===== config.mk =====
export PLATFORM = sky130hd
export DESIGN_NAME = divmod_unit
export DESIGN_NICKNAME = d
export VERILOG_FILES = /design/src/rtl/divmod_pkg.sv /design/src/rtl/divmod_prep.sv /design/src/rtl/divmod_core.sv /design/src/rtl/divmod_unit.sv
export SDC_FILE = /design/constraint.sdc
export NUM_CORES = 1
export LEC_CHECK = 0
export BUFFER_PORTS_ARGS = -buffer_cell sky130_fd_sc_hd__buf_4
export CAP_MARGIN = 10
export CORE_ASPECT_RATIO = 0.7
export CORE_MARGIN = 5
export CORE_UTILIZATION = 37
export CTS_BUF_LIST = sky130_fd_sc_hd__clkbuf_4
export DETAILED_ROUTE_END_ITERATION = 7
export HOLD_SLACK_MARGIN = 0.08
export PLACE_DENSITY_LB_ADDON = 0.12
export SYNTH_ARGS = -nofsm -noshare
export SYNTH_HDL_FRONTEND = slang
export SYNTH_SLANG_ARGS = --single-unit

===== constraint.sdc =====
create_clock -name clk -period 3.7 [get_ports clk]
set_input_delay 0.185 -clock clk [delete_from_list [all_inputs] [get_ports clk]]
set_output_delay 0.185 -clock clk [all_outputs]
set_load 0.01 [all_outputs]

===== src/rtl/divmod_pkg.sv =====
package divmod_pkg;
  localparam int unsigned DM_XLEN = 64;
  localparam int unsigned DM_HALF = DM_XLEN / 2;

  typedef logic [DM_XLEN-1:0] dm_word_t;

  // two's complement negation over the full word
  function automatic dm_word_t dm_negate(input dm_word_t v);
    return ~v + dm_word_t'(1);
  endfunction

  // clear the upper half, keeping the 32-bit class view
  function automatic dm_word_t dm_low_half(input dm_word_t v);
    return {{DM_HALF{1'b0}}, v[DM_HALF-1:0]};
  endfunction

  // magnitude of a value whose sign is given separately
  function automatic dm_word_t dm_magnitude(input dm_word_t v, input logic neg, input logic wide);
    dm_word_t m;
    m = neg ? dm_negate(v) : v;
    return wide ? m : dm_low_half(m);
  endfunction

  // reapply a sign to a magnitude and fit it to the class
  function automatic dm_word_t dm_apply_sign(input dm_word_t mag, input logic neg, input logic wide);
    dm_word_t s;
    s = neg ? dm_negate(mag) : mag;
    return wide ? s : dm_low_half(s);
  endfunction
endpackage


===== src/rtl/divmod_prep.sv =====
module divmod_prep
  import divmod_pkg::*;
(
  input  logic     wide_i,
  input  logic     signed_i,
  input  logic     imm_sel_i,
  input  dm_word_t dividend_i,
  input  dm_word_t divisor_reg_i,
  input  logic [DM_HALF-1:0] divisor_imm_i,
  output dm_word_t dividend_norm_o,
  output dm_word_t dividend_mag_o,
  output dm_word_t divisor_mag_o,
  output logic     dividend_neg_o,
  output logic     quotient_neg_o,
  output logic     divisor_zero_o
);
  dm_word_t imm_ext, divisor_norm;
  logic     a_sign, b_sign, b_neg;

  always_comb begin
    imm_ext = wide_i ? {{DM_HALF{divisor_imm_i[DM_HALF-1]}}, divisor_imm_i}
                     : {{DM_HALF{1'b0}}, divisor_imm_i};
    dividend_norm_o = wide_i ? dividend_i : dm_low_half(dividend_i);
    divisor_norm    = imm_sel_i ? imm_ext
                    : (wide_i ? divisor_reg_i : dm_low_half(divisor_reg_i));
    a_sign = wide_i ? dividend_norm_o[DM_XLEN-1] : dividend_norm_o[DM_HALF-1];
    b_sign = wide_i ? divisor_norm[DM_XLEN-1]    : divisor_norm[DM_HALF-1];
    dividend_neg_o = signed_i & a_sign;
    b_neg          = signed_i & b_sign;
    quotient_neg_o = dividend_neg_o ^ b_neg;
    dividend_mag_o = dm_magnitude(dividend_norm_o, dividend_neg_o, wide_i);
    divisor_mag_o  = dm_magnitude(divisor_norm, b_neg, wide_i);
    divisor_zero_o = (divisor_norm == '0);
  end
endmodule


===== src/rtl/divmod_core.sv =====
module divmod_core
  import divmod_pkg::*;
#(
  parameter int unsigned XLEN = DM_XLEN,
  parameter int unsigned HALF = XLEN / 2
) (
  input  logic            clk,
  input  logic            rst_n,
  input  logic            load_i,
  input  logic            wide_i,
  input  logic [XLEN-1:0] dividend_mag_i,
  input  logic [XLEN-1:0] divisor_mag_i,
  output logic            busy_o,
  output logic            last_o,
  output logic [XLEN-1:0] quotient_o,
  output logic [XLEN-1:0] remainder_o
);
  localparam int unsigned CW = $clog2(XLEN + 1);

  logic [XLEN-1:0] acc_q, quo_q, dvs_q;
  logic [CW-1:0]   cnt_q;
  logic            busy_q;
  logic [XLEN:0]   shifted, trial;
  logic            fits;
  logic            stepping;

  always_comb begin
    shifted  = {acc_q, quo_q[XLEN-1]};
    trial    = shifted - {1'b0, dvs_q};
    fits     = ~trial[XLEN];
    stepping = busy_q && (cnt_q != '0);
  end

  always_ff @(posedge clk or negedge rst_n) begin
    if (!rst_n) begin
      acc_q  <= '0;
      quo_q  <= '0;
      dvs_q  <= '0;
      cnt_q  <= '0;
      busy_q <= 1'b0;
    end else if (load_i) begin
      acc_q  <= '0;
      quo_q  <= wide_i ? dividend_mag_i : (dividend_mag_i << HALF);
      dvs_q  <= divisor_mag_i;
      cnt_q  <= wide_i ? CW'(XLEN) : CW'(HALF);
      busy_q <= 1'b1;
    end else if (stepping) begin
      acc_q <= fits ? trial[XLEN-1:0] : shifted[XLEN-1:0];
      quo_q <= {quo_q[XLEN-2:0], fits};
      cnt_q <= cnt_q - 1'b1;
    end else if (busy_q) begin
      busy_q <= 1'b0;
    end
  end

  assign busy_o      = busy_q;
  assign last_o      = busy_q && (cnt_q == '0);
  assign quotient_o  = quo_q;
  assign remainder_o = acc_q;


  step_count_chk: assert property (@(posedge clk) disable iff (!rst_n)
    stepping && !load_i |=> cnt_q == $past(cnt_q) - 1'b1);


  partial_rem_bound_chk: assert property (@(posedge clk) disable iff (!rst_n)
    last_o |-> acc_q < dvs_q);
endmodule


===== src/rtl/divmod_unit.sv =====
module divmod_unit
  import divmod_pkg::*;
#(
  parameter int unsigned XLEN = DM_XLEN,
  parameter int unsigned HALF = XLEN / 2
) (
  input  logic            clk,
  input  logic            rst_n,
  input  logic            start_i,
  input  logic            wide_i,
  input  logic            rem_i,
  input  logic            signed_i,
  input  logic            imm_sel_i,
  input  logic [XLEN-1:0] dividend_i,
  input  logic [XLEN-1:0] divisor_reg_i,
  input  logic [HALF-1:0] divisor_imm_i,
  output logic            busy_o,
  output logic            done_o,
  output logic [XLEN-1:0] result_o
);
  dm_word_t a_norm, a_mag, b_mag, quo, rem;
  logic     a_neg, q_neg, b_zero, core_busy, core_last;
  logic     accept, accept_zero, load_core;

  logic     wide_q, rem_q, a_neg_q, q_neg_q, done_q;
  dm_word_t result_q;

  divmod_prep u_prep (
    .wide_i(wide_i), .signed_i(signed_i), .imm_sel_i(imm_sel_i),
    .dividend_i(dividend_i), .divisor_reg_i(divisor_reg_i),
    .divisor_imm_i(divisor_imm_i),
    .dividend_norm_o(a_norm), .dividend_mag_o(a_mag), .divisor_mag_o(b_mag),
    .dividend_neg_o(a_neg), .quotient_neg_o(q_neg), .divisor_zero_o(b_zero)
  );

  assign accept      = start_i && !core_busy;
  assign accept_zero = accept && b_zero;
  assign load_core   = accept && !b_zero;

  divmod_core #(.XLEN(XLEN), .HALF(HALF)) u_core (
    .clk(clk), .rst_n(rst_n), .load_i(load_core), .wide_i(wide_i),
    .dividend_mag_i(a_mag), .divisor_mag_i(b_mag),
    .busy_o(core_busy), .last_o(core_last),
    .quotient_o(quo), .remainder_o(rem)
  );

  always_ff @(posedge clk or negedge rst_n) begin
    if (!rst_n) begin
      wide_q   <= 1'b0;
      rem_q    <= 1'b0;
      a_neg_q  <= 1'b0;
      q_neg_q  <= 1'b0;
      done_q   <= 1'b0;
      result_q <= '0;
    end else begin
      done_q <= 1'b0;
      if (accept) begin
        wide_q  <= wide_i;
        rem_q   <= rem_i;
        a_neg_q <= a_neg;
        q_neg_q <= q_neg;
      end
      if (accept_zero) begin
        done_q   <= 1'b1;
        result_q <= rem_i ? a_norm : '0;
      end else if (core_last) begin
        done_q   <= 1'b1;
        result_q <= rem_q ? dm_apply_sign(rem, a_neg_q, wide_q)
                          : dm_apply_sign(quo, q_neg_q, wide_q);
      end
    end
  end

  assign busy_o   = core_busy;
  assign done_o   = done_q;
  assign result_o = result_q;


  zero_fast_chk: assert property (@(posedge clk) disable iff (!rst_n)
    accept_zero |=> done_o && !busy_o);


  zero_quot_chk: assert property (@(posedge clk) disable iff (!rst_n)
    accept_zero && !rem_i |=> result_o == '0);


  upper_clear_chk: assert property (@(posedge clk) disable iff (!rst_n)
    done_o && !wide_q |-> result_o[XLEN-1:HALF] == '0);


  busy_hold_chk: assert property (@(posedge clk) disable iff (!rst_n)
    busy_o && !core_last |=> busy_o && !done_o);


  done_busy_chk: assert property (@(posedge clk) disable iff (!rst_n)
    done_o |-> !busy_o);
endmodule


; ---- Yosys cells after proc, flatten, opt, wreduce, memory -nomap -nowiden
; Index checks and enable logic that the tools add are counted.
; Widths: inputs -> output; s select.
[classes]
muxes = 31
eq_ne = 1
n_bitwise = 8
reduce_logical = 12
mul = 0
add_sub_neg = 6
shifts = 0
div_mod_pow = 0
n_lt_le_gt_ge = 0
[ops]
columns = cell, count
row1 = $mux 64, 22
row2 = $add 64x1->64 const B, 4
row3 = $not 64->64, 4
row4 = $sub 65x64->65, 1
row5 = $logic_not 64->1, 1
row6 = $mux 7, 3
row7 = $logic_not 7->1, 1
row8 = $reduce_bool 7->1, 1
row9 = $sub 7x1->7 const B, 1
row10 = $mux 1, 6
row11 = $logic_and 1x1->1, 5
row12 = $reduce_bool 2->1, 2
row13 = $and 1x1->1, 2
row14 = $logic_not 1->1, 2
row15 = $ne 2x2->1 const B, 1
row16 = $not 1->1, 1
row17 = $xor 1x1->1, 1
[word_totals]
mem_count = 0
romBits = 0
wordCells = 69
input_bits = 167
mem_bits_rw = 0
latchBits = 0
register_bits = 269

; ---- Longest topological paths before layout
; Gate-level depths: netlist of the first run.
[depth]
ltp_word = 7
depth_mapped = 22
depth_no_buf = 14

; ---- Modules after synthesis
; A second synthesis of the first run with hierarchy kept.
[unflattened]
cells_unflattened = 3220
area_unflattened_um2 = 25480.7
[by_module_without_submodules]
columns = module, area_each_um2, instances, seq_area_each_um2, cells_each
row1 = divmod_core, 13188.9, 1, 5004.8, 1519
row2 = divmod_unit, 6866.6, 1, 1726.7, 872
row3 = divmod_prep, 5425.2, 1, 0.0, 829

; ---- Least setup slack after synthesis of the first run
; OpenSTA, ideal clock, no wires.
[synth_path]
kind = in2reg
startpoint = input port imm_sel_i
endpoint = register u_core.quo_q[58], in the netlist u_core.quotient_o[58]
cell_stages = 20
path_slack_ns = -1.510
arrival_ns = 5.073
path_buffers = 10
setup_ns = 0.137
t_required_ns = 3.563
path_cell_list = buf_6 > buf_2 > buf_4 > clkbuf_1 > clkbuf_1 > buf_1 > buf_1 > mux2i_1 > ha_1 > o21ai_0 > nor4_2 > and4bb_2 > nand4b_1 > or4b_1 > buf_2 > and3_1 > clkbuf_1 > buf_2 > a222oi_1 > o31ai_1
[synth_via]
elab_chain_cells = 5
[synth_rtl]
columns = element, line
row1 = start: declaration, divmod_unit.sv:13  ; input logic imm_sel_i,
row2 = $mux 64 (*), divmod_prep.sv:24  ; divisor_norm = imm_sel_i ? imm_ext
row3 = $logic_not 64->1 (*), divmod_prep.sv:33  ; divisor_zero_o = (divisor_norm == '0);
row4 = $logic_not 1->1 (*), divmod_unit.sv:38  ; assign load_core = accept && !b_zero;
row5 = $logic_and 1x1->1 (*), divmod_unit.sv:38
row6 = $mux 64 or $reduce_bool 2->1 (tied branches), --
row7 = end signal: assignment, divmod_core.sv:43  ; quo_q <= wide_i ? dividend_mag_i : (dividend_mag_i << HALF);
row8 = end signal: assignment, divmod_core.sv:49  ; quo_q <= {quo_q[XLEN-2:0], fits};
row9 = end: declaration, divmod_core.sv:20  ; logic [XLEN-1:0] acc_q, quo_q, dvs_q;
; Every way passes the cells marked *; elsewhere a longest branch is shown, timed or not.
; A chain may end at the register's enable or synchronous reset.

; ---- Final worst setup path of the first run
[layout_path]
startpoint = input port divisor_reg_i[41]
endpoint = register result_q[15], in the netlist result_o[15]
[layout_via]
elab_chain_cells = 5
[layout_rtl]
columns = element, line
row1 = start: declaration, divmod_unit.sv:15  ; input logic [XLEN-1:0] divisor_reg_i,
row2 = $mux 64 (*), divmod_prep.sv:25  ; : (wide_i ? divisor_reg_i : dm_low_half(divisor_reg_i));
row3 = $mux 64 (*), divmod_prep.sv:24
row4 = $logic_not 64->1 (*), divmod_prep.sv:33
row5 = $logic_and 1x1->1 (*), divmod_unit.sv:37  ; assign accept_zero = accept && b_zero;
row6 = $mux 64 or $reduce_bool 2->1 (tied branches), --
row7 = end signal: assignment, divmod_unit.sv:65  ; result_q <= rem_i ? a_norm : '0;
row8 = end signal: assignment, divmod_unit.sv:68  ; result_q <= rem_q ? dm_apply_sign(rem, a_neg_q, wide_q)
row9 = end: declaration, divmod_unit.sv:26  ; dm_word_t result_q;
; Marks and branches as above.

==> results of run 1 <==
-- cells by family after synthesis --
kind of cell / count (synthesis) / synth area share (%)
xor+xnor: 286 / 11.0
compound gates: 1037 / 28.3
flops: 269 / 29.7
fa+ha+maj: 71 / 3.95
mux: 60 / 2.69
simple gates: 920 / 19.0
buf+inv: 299 / 5.35
-- synth_stat cells, types with 33 or more instances --
cell type / count
nand2_1: 319
a211oi_1: 43
xor2_1: 140
o31ai_1: 62
nand3_1: 41
mux2i_1: 52
a22o_1: 42
or3_1: 34
nor2_1: 267
ha_1: 70
clkbuf_1: 143
o21ai_0: 327
inv_1: 100
xnor2_1: 146
a21oi_1: 275
nor3_1: 64
dfrtp_1: 269
o41ai_1: 33
o22ai_1: 42
-- metrics by stage --
stage	setup WS (ns)	hold WS [ns]	util (%)	cell area (um2)
finish	-0.00564	0.177	51.8	31700
global route	-0.0808	0.165	51.8	31700
CTS	0.00174	0.0938	50.7	31000
detailed placement	-0.365	0.297	45.0	27500
global placement	-0.354	0.281	45.0	27500
floorplan	-0.342	-0.111	-	23000
-- timing repair --
item | CTS | global route
pin swaps | 17 | 40
hold buffers | 222 | 0
resized for setup | 45 | 87
endpoints found under the hold margin | 439 | 0
setup buffers | 9 | 24
setup endpoints to repair | 71 | 106
cloned | 1 | 2
-- metal layers --
layer | vias to the layer above | GRT usage, %
met5 | - | 1.60
li1 | 12100 | -
met2 | 923 | 40.8
met4 | 6 | 6.75
met1 | 12500 | 36.9
met3 | 163 | 6.62
-- cell usage in the layout, fill, tap and decap left out, types with 17 or more instances in the layout --
master | Yosys | final
buf_12 | 0 | 25
a21oi_1 | 275 | 268
a221o_1 | 29 | 29
dfrtp_1 | 269 | 261
dlygate4sd3_1 | 0 | 221
xnor2_1 | 146 | 146
or4_1 | 26 | 19
nand2b_1 | 28 | 24
o21ai_0 | 327 | 319
o21a_1 | 22 | 22
a31oi_1 | 18 | 18
o21bai_1 | 21 | 20
ha_1 | 70 | 68
nor4_1 | 23 | 17
o31ai_1 | 62 | 54
mux2i_1 | 52 | 52
clkbuf_4 | 0 | 112
inv_1 | 100 | 98
o41ai_1 | 33 | 31
buf_4 | 2 | 567
a211oi_1 | 43 | 35
nand4_1 | 25 | 25
o22ai_1 | 42 | 40
xor2_1 | 140 | 139
a22o_1 | 42 | 42
nand2_1 | 319 | 316
nor3_1 | 64 | 59
a21o_1 | 30 | 30
nand3_1 | 41 | 38
nor2_1 | 267 | 266
or3_1 | 34 | 31
-- worst register-to-register path, stage by stage (launching register included) --
cell and delay (ns):
dfrtp_1 0.38, buf_4 0.15, or4_4 0.53, nor4_4 0.22, buf_4 0.17, nand4b_1 0.11, buf_6 0.15, or4_4 0.54
or3_4 0.37, buf_6 0.15, o31ai_4 0.18, xor2_1 0.21, o22ai_2 0.13, a221o_1 0.28
-- final cells by class --
class                      instances  area share [%]
multi-input combinational       2374            48.4
sequential                       269            21.3
timing repair buffer             829            22.8
clock buffer                     112            2.66
antenna                            1         0.00790
inverter                         101            1.21
tap                              819            3.24
clock inverter                    17           0.375
-- state kept, by name, indices dropped and copies added, names as in the netlist --
register            count
q_neg_q                 1
u_core.cnt_q            7
a_neg_q                 1
u_core.dvs_q           64
u_core.quotient_o      64
u_core.remainder_o     64
result_o               64
done_o                  1
rem_q                   1
wide_q                  1
u_core.busy_o           1
-- power groups by stage --
stage	clock network, mW	registers (mW)	logic, mW
final	2.91	5.83	22.1
after global routing	3.16	5.98	24.3
after floorplan	0	5.74	12.5
after detailed placement	0	5.85	20.1
after CTS	3.01	5.79	21.1
after global placement	0	5.81	19.8
-- worst max path at each step --
stage | from | slack, ns | endpoint
after global routing | u_core.remainder_o[14]$_DFFE_PN0P_ | -0.08 | result_o[57]$_DFFE_PN0P_
after CTS | u_core.remainder_o[39]$_DFFE_PN0P_ | 0.002 | result_o[61]$_DFFE_PN0P_
after floorplan | imm_sel_i | -0.34 | u_core.quotient_o[58]$_DFFE_PN0P_
final | divisor_reg_i[41] | -0.006 | result_o[15]$_DFFE_PN0P_
after detailed placement | u_core.quotient_o[63]$_DFFE_PN0P_ | -0.37 | u_core.remainder_o[58]$_DFFE_PN0P_
after global placement | u_core.quotient_o[63]$_DFFE_PN0P_ | -0.35 | u_core.remainder_o[58]$_DFFE_PN0P_
==> impl_metrics.ini, run 1 <==
[status]
status = finished with violations
failed_checks = negative setup slack

[min_path]
min_delay_worst_endpoint = result_o[29]$_DFFE_PN0P_
worst_hold_path.num_cells = 4
hp-class = input port to flip-flop
min_from = dividend_i[29]

[synth]
synth_ff_type = dfrtp_1
syn_area_per_cell_um2 = 7.71
postSynthNetCount = 3180
synth_edf_count = 0
syn-cell-area_um2 = 22700
syn_inst = 2942
yosysTopAreaCell = dfrtp_1
ys_ff_latch = 269
synth_warnings = 0
synthTopCellsByArea = dfrtp_1, o21ai_0, a21oi_1, xnor2_1, xor2_1
synth_top_area_share_pct = 29.7
ys_seq_area_share_pct = 29.7
yosys.cell_types.count = 81
synth-async-reset-ratio_pct = 100

[detailed_routing]
antenna_left = 0
routedWlPerCell_um = 20.4
drtIter0Drc = 2003
dr.pass1.iters = 6
wl_met2_mm = 41.2
drt-total-wl_mm = 92.1
wl_met3_mm = 7.51
routed_via_density = 5.68
routedLengthMet1_mm = 41.0
vias = 25700
top_layer = met5
drc_errors = 0

[sta]
rsz0062_at_grt = true
worst_slew_pin_slew_ns = 1.02
max_freq_ghz = 0.270
fin_crit_sh_pct = 100
fin_setup_tns_ns = -0.00564
min_period_ns = 3.71
relSlewSlack_pct = 32.2
hold_viol_final = 0
skew_ns = 0.0577
maxSlewViolCount = 0
setup_ws_ns = -0.00564
setup_viol = 1

[placement]
place_inst = 4134
io_buffers = 232
dp_hpwl_mm = 68.9
globalplace.congestion = 1.00

[setup_path]
crit_slowest_cell = or4b_4
timing.rr.end = result_o[61]$_DFFE_PN0P_
critical_path.max_stage_delay_ns = 0.60
path_max_fanout = 12
cp.buffers_inverters = 5
rrSetupSlack_ns = 0.01
path_cells = dlygate4sd3_1 > buf_4 > or3_1 > or3_1 > or4_1 > a21oi_2 > o2111ai_2 > or4b_4 > buf_6 > nor2_4 > buf_12 > a21oi_1 > a21oi_1 > dlygate4sd3_1 > nor2_1
critPathKind = input port to flip-flop
worstPathRequired_ns = 4.39
worstSetupEndpointType = flip-flop
r2r_start = u_core.remainder_o[15]$_DFFE_PN0P_
worstSetupStartpointType = input port
cp.arrival_ns = 4.40
cp.depth = 15
critPathTopFamily = simple AND/OR/NAND/NOR gates
r2r_cells = 13

[floorplan]
fp-row-count = 76
fp.dieW_um = 306
start_util_pct = 37.1
num_io_pins = 233
dieArea_um2 = 66500
core_area_um2 = 61100
fp.dieH_um = 217

[run]
maxCapViolations = 0

[grt]
grt_pass1_vias = 24800
antenna_found_initial = 6
grtUsageTotal_pct = 26.4
grt-ovfl-total = 0
grt_pass1_wl_mm = 140
grt_max_degree = 110

[power]
power_switching_mw = 14.7
power.total_mw = 30.9
clock_power_share_pct = 9.4
ir_worst_vdd_mv = 0.645
power_density_nw_per_um2 = 975
p_seq_share_pct = 18.9
p_int_mw = 16.2
p_sw_share_pct = 47.7
pwr-share-comb_pct = 71.7
power.leakage_nw = 13.5

[cells_and_area]
drive_gt1_share_pct = 23.3
seq_area_um2 = 6740
final_cells = 4522
area_growth_pct = 39.5
multi_input_area_um2 = 15300
final.fill_count = 5946
nets = 3888

[cts]
htree_num_levels = 3
cts_buffer_depth = 3
clock_latency_ns = 0.83
clk_pin_slew_worst_paths_ns = 0.06
cts.sinks = 269
cts_made_buffers = 75
cts_tree = yes
cts_root_buf = clkbuf_4
No activity file was read; power rests on OpenSTA's default activity.
==> run 2: changes to the inputs <==
CELL_PAD_IN_SITES_DETAIL_PLACEMENT = 1   (was not set)
CELL_PAD_IN_SITES_GLOBAL_PLACEMENT = 2   (was not set)
CORE_UTILIZATION = 33   (was 37)
==> impl_metrics.ini, run 2 (synthesized netlist as in run 1, its figures left out) <==
[cells_and_area]
final.fill_count = 8267
final_util_pct = 47.6
nets = 3950
layout_commonest_cell = buf_4
final_area_um2 = 32400
area_growth_pct = 43.0
drive_gt1_share_pct = 23.7
layout_common_cells = buf_4, nand2_1, o21ai_0

[sta]
rsz0062_at_grt = true
max_freq_ghz = 0.276
fin_setup_tns_ns = 0
worst_slew_pin_slew_ns = 1.10
setup_ws_ns = 0.0757
maxSlewViolCount = 0
skew_ns = 0.0709
fin_crit_sh_pct = 98.0
relSlewSlack_pct = 26.0
hold_viol_final = 0
setup_viol = 0
min_period_ns = 3.62
holdWs_ns = 0.151

[setup_path]
cp.arrival_ns = 4.40
path_cells = ha_1 > nand2_1 > buf_4 > nor2_1 > o21ai_2 > a2111oi_4 > buf_4 > o31a_1 > o21ai_4 > o311ai_2 > buf_4 > a21oi_2 > nor3b_2 > mux2_2 > o211ai_1
rrSetupSlack_ns = 0.08
worstSetupEndpointType = flip-flop
worstSetupStartpointType = flip-flop
path_max_fanout = 5
critPathKind = flip-flop to flip-flop
crit_path_frequent_cell = buf_4
critical_path.max_stage_delay_ns = 0.40
crit_slowest_cell = dfrtp_1
worstPathRequired_ns = 4.48

[grt]
grt-ovfl-total = 0
antenna_found_initial = 3
grt_max_degree = 84
grt_pass1_vias = 27500
grtUsageTotal_pct = 27.5
grt_pass1_wl_mm = 162

[cts]
cts.sinks = 269
htree_num_levels = 3
cts_root_buf = clkbuf_4
cts_buffer_depth = 3
clk_pin_slew_worst_paths_ns = 0.08
cts_made_buffers = 78
cts_tree = yes
clock_latency_ns = 0.90

[power]
ir_worst_vdd_mv = 0.865
power_density_nw_per_um2 = 986
power.leakage_nw = 13.8

[detailed_routing]
drt-total-wl_mm = 106
routed_via_density = 5.57
dr.pass1.iters = 5
drtIter0Drc = 2015
vias = 26100
antenna_left = 0
drc_errors = 0
routedWlPerCell_um = 22.6

[run]
maxCapViolations = 0

[floorplan]
core_area_um2 = 68200
start_util_pct = 33.3
dieArea_um2 = 74200
fp.dieW_um = 323
fp-row-count = 80
fp.dieH_um = 229
num_io_pins = 233

[placement]
io_buffers = 232
globalplace.congestion = 0.958
place_ws_ns = -0.557
placed_area_um2 = 27900
dp_hpwl_mm = 78.5

[min_path]
hp-class = input port to flip-flop

[status]
status = complete, no violations
## run 2: changes by cell type in the layout (fill, tap and decap cells not counted), sizes merged
cell	before	now
buf	606	620
bufinv	2	3
clkbuf	114	116
clkinv	12	15
clkinvlp	0	1
diode	1	4
dlygate4sd3	221	265
xor2	140	141
## run 2: path summary, 6_finish.rpt
| path | start | endpoint | cells after the start |
|---|---|---|---|
| max | u_core.remainder_o[7]$_DFFE_PN0P_ | u_core.remainder_o[58]$_DFFE_PN0P_ | 15 |
| min | divisor_imm_i[7] | u_core.dvs_q[8]$_DFFE_PN0P_ | 8 |
| max reg2reg | u_core.remainder_o[7]$_DFFE_PN0P_ | u_core.remainder_o[58]$_DFFE_PN0P_ | 15 |
| min reg2reg | u_core.dvs_q[30]$_DFFE_PN0P_ | u_core.dvs_q[30]$_DFFE_PN0P_ | 2 |
| max in group asynchronous | rst_n | u_core.remainder_o[20]$_DFFE_PN0P_ | 4 |
| min in group asynchronous | rst_n | u_core.dvs_q[57]$_DFFE_PN0P_ | 4 |
## run 2: routing by layer
metal / GRT usage [%] / share of wire [%] / vias to the layer above
met5: 1.83 / 0.18 / -
met3: 6.56 / 5.9 / 134
li1: - / - / 12200
met4: 6.25 / 2.1 / 2
met1: 37.8 / 46 / 13100
met2: 43.9 / 46 / 612
## run 2: power by group
group	switching, mW	leakage, nW	internal, mW
logic	12.7	9.90	10.3
registers	1.44	3.33	4.48
clock network	1.54	0.608	1.62
## run 2: layout make-up
type	instances	area (um2)	share of cell area [%]
Antenna cell	4	10.0	0.0308
Clock buffer	114	856	2.64
Clock inverter	22	168	0.517
Inverter	101	382	1.18
Multi-Input combinational cell	2375	15400	47.6
Sequential cell	269	6740	20.8
Tap cell	902	1130	3.48
Timing Repair Buffer	887	7730	23.8
## run 2: per-stage QoR
| step | instances | total power, mW |
|---|---|---|
| 5_1_grt | 4672 | 34.6 |
| 3_5_place_dp | 4247 | 26.7 |
| 2_1_floorplan | 2942 | 18.2 |
| 3_3_place_gp | 4247 | 26.1 |
| 6_report | 4674 | 32.0 |
| 4_1_cts | 4661 | 31.0 |
## run 2: what timing repair did
item	in CTS	in global routing
gates resized for setup	49	93
pin swaps	16	28
setup endpoints to repair	81	121
endpoints found under the hold margin	464	0
setup buffers	11	7
cloned	1	3
hold buffers	266	0
## run 2: worst max-delay path: cells and delay by family (launching register included)
family / cells / cell delay, ns
muxes: 1 / 0.34
and+or+nand+nor: 3 / 0.58
buffers and inverters: 3 / 0.49
AOI/OAI and AO/OA: 7 / 1.32
adders and majority gates: 1 / 0.37
DFF: 1 / 0.40
